===== config.mk =====
export PLATFORM = sky130hd
export DESIGN_NAME = pdb_chain
export DESIGN_NICKNAME = d
export VERILOG_FILES = /design/src/rtl/pdb_pkg.sv /design/src/rtl/pdb_sweep_tick.sv /design/src/rtl/pdb_unit.sv /design/src/rtl/pdb_chain.sv
export SDC_FILE = /design/constraint.sdc
export NUM_CORES = 2
export LEC_CHECK = 0
export BUFFER_PORTS_ARGS = -buffer_cell sky130_fd_sc_hd__buf_2
export CORE_ASPECT_RATIO = 0.5
export CORE_MARGIN = 1
export CORE_UTILIZATION = 40
export CTS_BUF_LIST = sky130_fd_sc_hd__clkbuf_4
export DETAILED_ROUTE_END_ITERATION = 12
export SKIP_CTS_REPAIR_TIMING = 1
export SLEW_MARGIN = 30
export SYNTH_ARGS = -nofsm -noshare
export SYNTH_HDL_FRONTEND = slang
export SYNTH_SLANG_ARGS = --single-unit

===== constraint.sdc =====
create_clock -name clk -period 10.9 [get_ports clk]
set_input_delay 2.18 -clock clk [delete_from_list [all_inputs] [get_ports clk]]
set_output_delay 2.18 -clock clk [all_outputs]
set_load 0.02 [all_outputs]

===== src/rtl/pdb_pkg.sv =====
package pdb_pkg;
  // Winner update scale (1 - 1/8)^2 = 49/64 = (32 + 16 + 1) / 64
  localparam int unsigned KEEP_LG = 6;
  localparam int unsigned KEEP_T0 = 5;
  localparam int unsigned KEEP_T1 = 4;
endpackage


===== src/rtl/pdb_sweep_tick.sv =====
module pdb_sweep_tick #(
  parameter int SWEEP_STEP = 16
) (
  input  logic clk,
  input  logic rst_n,
  input  logic clr,
  input  logic sweep_end,
  output logic step
);
  localparam int CNT_W = (SWEEP_STEP > 1) ? $clog2(SWEEP_STEP) : 1;
  localparam logic [CNT_W-1:0] LAST = CNT_W'(SWEEP_STEP - 1);

  logic [CNT_W-1:0] cnt;

  assign step = sweep_end && !clr && (cnt == LAST);

  always_ff @(posedge clk or negedge rst_n) begin
    if (!rst_n) cnt <= '0;
    else if (clr) cnt <= '0;
    else if (sweep_end) cnt <= (cnt == LAST) ? '0 : cnt + CNT_W'(1);
  end
endmodule


===== src/rtl/pdb_unit.sv =====
module pdb_unit
  import pdb_pkg::*;
#(
  parameter int D_W   = 22,
  parameter int PD_W  = 28,
  parameter int ID_W  = 9,
  parameter int SH_W  = 5,
  parameter int MY_ID = 0
) (
  input  logic            clk,
  input  logic            rst_n,
  input  logic            clr,
  input  logic            step,
  input  logic            adv,
  input  logic [D_W-1:0]  d_in,
  input  logic            tok_v_i,
  input  logic [ID_W-1:0] tok_id_i,
  input  logic [D_W-1:0]  tok_d_i,
  output logic            tok_v_o,
  output logic [ID_W-1:0] tok_id_o,
  output logic [D_W-1:0]  tok_d_o,
  output logic [PD_W-1:0] dm_o,
  output logic [D_W-1:0]  d_o
);
  localparam int SC_W = D_W + KEEP_LG;
  localparam logic [ID_W-1:0] ID_C   = ID_W'(MY_ID);
  localparam logic [SH_W-1:0] SH_CAP = SH_W'(PD_W);
  localparam logic [PD_W-1:0] PD_MAX = '1;

  logic [PD_W-1:0] pd;
  logic [SH_W-1:0] shamt;
  logic            hit;
  logic [SC_W-1:0] dz, prod;
  logic [PD_W:0]   pd_sum, dm_sum;
  logic [PD_W-1:0] pd_next, dm_next, att;

  assign hit = tok_v_o && (tok_id_o == ID_C);

  always_comb begin
    dz      = SC_W'(tok_d_o);
    prod    = (dz << KEEP_T0) + (dz << KEEP_T1) + dz;
    pd_sum  = {1'b0, pd} + (PD_W+1)'(prod[SC_W-1:KEEP_LG]);
    pd_next = pd_sum[PD_W] ? PD_MAX : pd_sum[PD_W-1:0];
    att     = pd >> shamt;
    dm_sum  = {1'b0, att} + (PD_W+1)'(d_in);
    dm_next = dm_sum[PD_W] ? PD_MAX : dm_sum[PD_W-1:0];
  end

  always_ff @(posedge clk or negedge rst_n) begin
    if (!rst_n) begin
      tok_v_o  <= 1'b0;
      tok_id_o <= '0;
      tok_d_o  <= '0;
      pd       <= '0;
      shamt    <= '0;
      dm_o     <= '0;
      d_o      <= '0;
    end else begin
      tok_v_o  <= tok_v_i && !clr;
      tok_id_o <= tok_id_i;
      tok_d_o  <= tok_d_i;
      if (clr) begin
        pd    <= '0;
        shamt <= '0;
      end else begin
        if (hit) pd <= pd_next;
        if (step && shamt != SH_CAP) shamt <= shamt + SH_W'(1);
      end
      if (adv) begin
        d_o  <= d_in;
        dm_o <= dm_next;
      end
    end
  end

  AST_PD_NO_WRAP: assert property (@(posedge clk) disable iff (!rst_n)
    !clr |=> pd >= $past(pd));
  AST_PD_OTHER_ID: assert property (@(posedge clk) disable iff (!rst_n)
    (!clr && !hit) |=> $stable(pd));
  AST_SHAMT_HOLD: assert property (@(posedge clk) disable iff (!rst_n)
    (!clr && !step) |=> $stable(shamt));
  AST_SHAMT_CAP: assert property (@(posedge clk) disable iff (!rst_n)
    (!clr && shamt == SH_CAP) |=> shamt == SH_CAP);
  AST_BIAS_NOT_BELOW: assert property (@(posedge clk) disable iff (!rst_n)
    dm_o >= PD_W'(d_o));
endmodule


===== src/rtl/pdb_chain.sv =====
module pdb_chain #(
  parameter int N_CW       = 4,
  parameter int D_W        = 22,
  parameter int PD_W       = 28,
  parameter int SWEEP_STEP = 16,
  localparam int ID_W      = (N_CW > 1) ? $clog2(N_CW) : 1
) (
  input  logic                 clk,
  input  logic                 rst_n,
  input  logic                 clr,
  input  logic                 sweep_end,
  input  logic                 dist_valid,
  output logic                 dist_ready,
  input  logic [N_CW*D_W-1:0]  dist_in,
  output logic                 out_valid,
  input  logic                 out_ready,
  output logic [N_CW*PD_W-1:0] biased_out,
  output logic [N_CW*D_W-1:0]  raw_out,
  input  logic                 win_valid,
  input  logic [ID_W-1:0]      win_id,
  input  logic [D_W-1:0]       win_dist
);
  localparam int SH_W = $clog2(PD_W + 1);

  logic            step, adv;
  logic            tv [N_CW];
  logic [ID_W-1:0] tid [N_CW];
  logic [D_W-1:0]  td [N_CW];

  assign dist_ready = !out_valid || out_ready;
  assign adv        = dist_valid && dist_ready;

  always_ff @(posedge clk or negedge rst_n) begin
    if (!rst_n) out_valid <= 1'b0;
    else if (dist_ready) out_valid <= dist_valid;
  end

  pdb_sweep_tick #(.SWEEP_STEP(SWEEP_STEP)) i_tick (
    .clk(clk), .rst_n(rst_n), .clr(clr), .sweep_end(sweep_end), .step(step)
  );

  for (genvar k = 0; k < N_CW; k++) begin : g_col
    logic            vi;
    logic [ID_W-1:0] ii;
    logic [D_W-1:0]  di;
    if (k == 0) begin : g_head
      assign vi = win_valid;
      assign ii = win_id;
      assign di = win_dist;
    end else begin : g_link
      assign vi = tv[k-1];
      assign ii = tid[k-1];
      assign di = td[k-1];
    end
    pdb_unit #(
      .D_W(D_W), .PD_W(PD_W), .ID_W(ID_W), .SH_W(SH_W), .MY_ID(k)
    ) i_unit (
      .clk(clk), .rst_n(rst_n), .clr(clr), .step(step), .adv(adv),
      .d_in(dist_in[k*D_W +: D_W]),
      .tok_v_i(vi), .tok_id_i(ii), .tok_d_i(di),
      .tok_v_o(tv[k]), .tok_id_o(tid[k]), .tok_d_o(td[k]),
      .dm_o(biased_out[k*PD_W +: PD_W]), .d_o(raw_out[k*D_W +: D_W])
    );
  end

  AST_OUT_HOLD: assert property (@(posedge clk) disable iff (!rst_n)
    (out_valid && !out_ready) |=> out_valid && $stable(biased_out) && $stable(raw_out));
  AST_READY_RULE: assert property (@(posedge clk) disable iff (!rst_n)
    (!out_valid) |-> dist_ready);
endmodule


==> flow_summary.json <==
{
  "drive_gt1_frac": 0.1497,
  "synth.distinct_cells": 90,
  "drv_slew": 0,
  "clockBufferDepth": 3,
  "rows": 76,
  "cp-start-kind": "flop",
  "dpl_cell_area_sq_um": 37790,
  "post-route-period-util": 0.5562,
  "synth_nets": 4467,
  "synthTopCellsByCount": "nand2_1 (565), dfrtp_1 (437), nor2_1 (349)",
  "synth_flop_cell": "dfrtp_1",
  "cts_root_buf": "clkbuf_4",
  "gp_congestion": 0.8923,
  "clock_sinks": 437,
  "yosysTopAreaCell": "dfrtp_1",
  "htreeDepth": 3,
  "ys_seq_area_frac": 0.3108,
  "finalWorstPathRequiredPeriod_ns": 6.063,
  "num-nets-final": 4746,
  "via_per_inst": 5.514,
  "tightest_slew_ns": 0.9263,
  "async_flop_share": 1.000,
  "pwr-share-comb": 0.344,
  "synth_xor_area_frac": 0.06123,
  "cp_slowest_cell": "or4_1",
  "design.core.area_sq_um": 86630,
  "p_seq_frac": 0.362,
  "fin_worst_skew_ns": 0.1005,
  "route.detailed.drc": 0,
  "overflow": 0,
  "muxShareOfSynthArea": 0.07790,
  "grt_start_max_net_pins": 153,
  "finalPower_uw": 5097,
  "worstHoldStart": "g_col[2].i_unit.tok_id_o[1]$_DFF_PN0_",
  "wirelength_mm": 97.04,
  "critPathMaxFanout": 21,
  "netlist_top_cells_area": "dfrtp_1 (31%), ha_1 (10%), nand2_1 (6.0%)",
  "syn_area_sq_um": 35190,
  "p_int_uw": 3194,
  "status": "finished, final reports clean",
  "drt-pass1-iter-count": 5,
  "start_util": 0.4062,
  "worstPathRequired_ns": 11.77,
  "yosys.area_share.adder": 0.1497,
  "netSwitchingFraction": 0.3733,
  "critPathArrivalTime_ns": 6.93,
  "drt-initial-drc-count": 2234,
  "avgRoutedWirePerCell_um": 17.62,
  "die_area_sq_um": 89240,
  "yosysMostFrequentCell": "nand2_1",
  "relSlewSlack": 0.3807,
  "cap_violations": 0,
  "die_w_um": 421.5,
  "finalHoldViolations": 0,
  "fin_tns_setup_ns": 0,
  "grt_pass1_wl_mm": 157.7,
  "grt_pass1_vias": 29740,
  "rsz0062_at_grt": "false",
  "grt_use_total": 0.2158,
  "synth_top_cell_area_share": 0.3108,
  "leakage_uw": 0.01837,
  "clk_latency_ns": 1.04,
  "hold_path_class": "reg -> reg",
  "cts.clk_slew.worst_paths_ns": 0.07,
  "yosysWarningCount": 0,
  "antenna_found_initial": 2,
  "syn_inst": 3975,
  "slowest_delay_ns": 0.68,
  "clock.fmax_mhz": 164.9,
  "holdWs_ns": 0.4061,
  "synth_seq_cells": 437,
  "synth_simple_gate_area_share": 0.1626,
  "synth_edf_count": 0,
  "worstSetupEndpointType": "flop",
  "final_antenna_net_count": 0,
  "clock_power_share": 0.293,
  "ir_drop_uv": 60.75,
  "crit_chain": "fa_1 > ha_1 > or4_4 > o211ai_2 > a21oi_2 > o41a_1 > a41o_1 > o41a_1 > a21o_1 > a21oi_2 > xnor2_1 > ha_1 > o211ai_1 > a21oi_1 > a211oi_1 > a31oi_1 > o31ai_2 > or4_1 > nand2_1 > o221a_2",
  "synth_top_family_by_area": "compound AO/OA/AOI/OAI gates",
  "cts-buffers-inserted": 109,
  "worstReg2RegStart": "g_col[3].i_unit.tok_d_o[6]$_DFF_PN0_",
  "path_class": "reg -> reg",
  "cts_tree": "yes",
  "area_growth_pct": 11.47,
  "dp_hpwl_mm": 73.62,
  "io_pins": 321,
  "dr_total_vias": 30360,
  "p_switching_uw": 1903,
  "port_buffers": 320,
  "postLayoutCellArea_sq_um": 39230,
  "power_density_nw_per_um2": 129.9,
  "fp.dieH_um": 211.7,
  "setup_viol": 0,
  "avgSynthCellArea_sq_um": 8.853,
  "synth_compound_gate_area_share": 0.2045,
  "crit_start": "g_col[3].i_unit.tok_d_o[6]$_DFF_PN0_"
}
[cells by family after synthesis]
group                    Yosys count
AO/OA/AOI/OAI                   1127
XOR/XNOR                         246
adder cells (fa/ha/maj)          373
buffers and inverters            301
flip-flops                       437
multiplexers                     198
AND/OR/NAND/NOR                 1293
[through the flow]
step	utilization	std cells	setup slack [ns]
2_1_floorplan	-	3975	5.761
3_3_place_gp	0.4361	5313	4.967
3_5_place_dp	0.4362	5313	4.926
4_1_cts	0.4525	5500	4.864
5_1_grt	0.4528	5506	4.363
6_report	0.4528	5506	4.837
[final timing paths]
path / to / slack, ns / cells past startpoint
min in group asynchronous: g_col[1].i_unit.pd[1]$_DFFE_PN0P_ / 1.17 / 1
worst min register to register: g_col[3].i_unit.tok_id_o[1]$_DFF_PN0_ / 0.41 / 0
max in group asynchronous: g_col[1].i_unit.d_o[11]$_DFFE_PN0P_ / 7.81 / 3
worst max-delay path: g_col[3].i_unit.pd[16]$_DFFE_PN0P_ / 4.84 / 20
worst min-delay path: g_col[3].i_unit.tok_id_o[1]$_DFF_PN0_ / 0.41 / 0
worst max register to register: g_col[3].i_unit.pd[16]$_DFFE_PN0P_ / 4.84 / 20
[state kept, by name (all words and copies together) (netlist names)]
register               cells
g_col.i_unit.d_o          88
g_col.i_unit.dm_o        112
g_col.i_unit.pd          112
g_col.i_unit.shamt        20
g_col.i_unit.tok_d_o      88
g_col.i_unit.tok_id_o      8
g_col.i_unit.tok_v_o       4
i_tick.cnt                 4
out_valid                  1
[critical path, delay by kind of cell, from the launching register on]
kind / cells / cell delay [ns]
AO/OA/AOI/OAI: 13 / 2.75
AND/OR/NAND/NOR: 3 / 1.43
adder cells (fa/ha/maj): 3 / 1.16
flip-flops: 1 / 0.44
XOR/XNOR: 1 / 0.13
[power by group through the flow]
stage	sequential (uW)	combinational [uW]	clock (uW)
after floorplan	1980	1150	0
after global placement	1870	1740	0
after detailed placement	1880	1760	0
after CTS	1850	1770	1560
after global routing	1860	1960	1640
final	1850	1760	1490
[metal layers]
metal | up-vias | GRT usage | wire length [um]
li1 | 14970 | - | -
met1 | 14690 | 0.2836 | 44260
met2 | 570 | 0.3681 | 47210
met3 | 131 | 0.03506 | 3760
met4 | 0 | 0.05806 | 1797
met5 | - | 0 | 0
[cell usage in the layout (no fill, tap or decap), types with 9 or more instances in the layout]
master      n
nand2_1   564
dfrtp_1   436
nor2_1    348
buf_2     318
ha_1      293
a21oi_1   267
o21ai_0   262
clkbuf_4  150
xnor2_1   141
inv_1     113
xor2_1    105
mux2i_1   104
a31oi_1   103
a21o_1     90
fa_1       80
a211oi_1   71
nand3_1    70
nor3_1     58
mux4_2     57
o22ai_1    57
nor2b_1    51
nand2b_1   41
o21a_1     40
and2_1     38
mux2_2     37
o22a_1     37
o21bai_1   31
and3_1     28
clkinv_1   27
o211ai_1   24
buf_4      24
nand4_1    21
or3_1      19
o31ai_1    15
a311oi_1   10
a221oi_1   10
nor4_1      9
nand3b_1    9
a41oi_1     9
[layout make-up]
| class | count | area (sq um) |
|---|---|---|
| Timing Repair Buffer | 346 | 1829 |
| Clock inverter | 37 | 289.0 |
| Antenna cell | 6 | 15.01 |
| Fill cell | 8531 | 47400 |
| Inverter | 123 | 464.2 |
| Sequential cell | 437 | 10940 |
| Multi-Input combinational cell | 3237 | 23100 |
| Clock buffer | 150 | 1126 |
| Tap cell | 1170 | 1464 |
(Power assumes the default switching activity.)
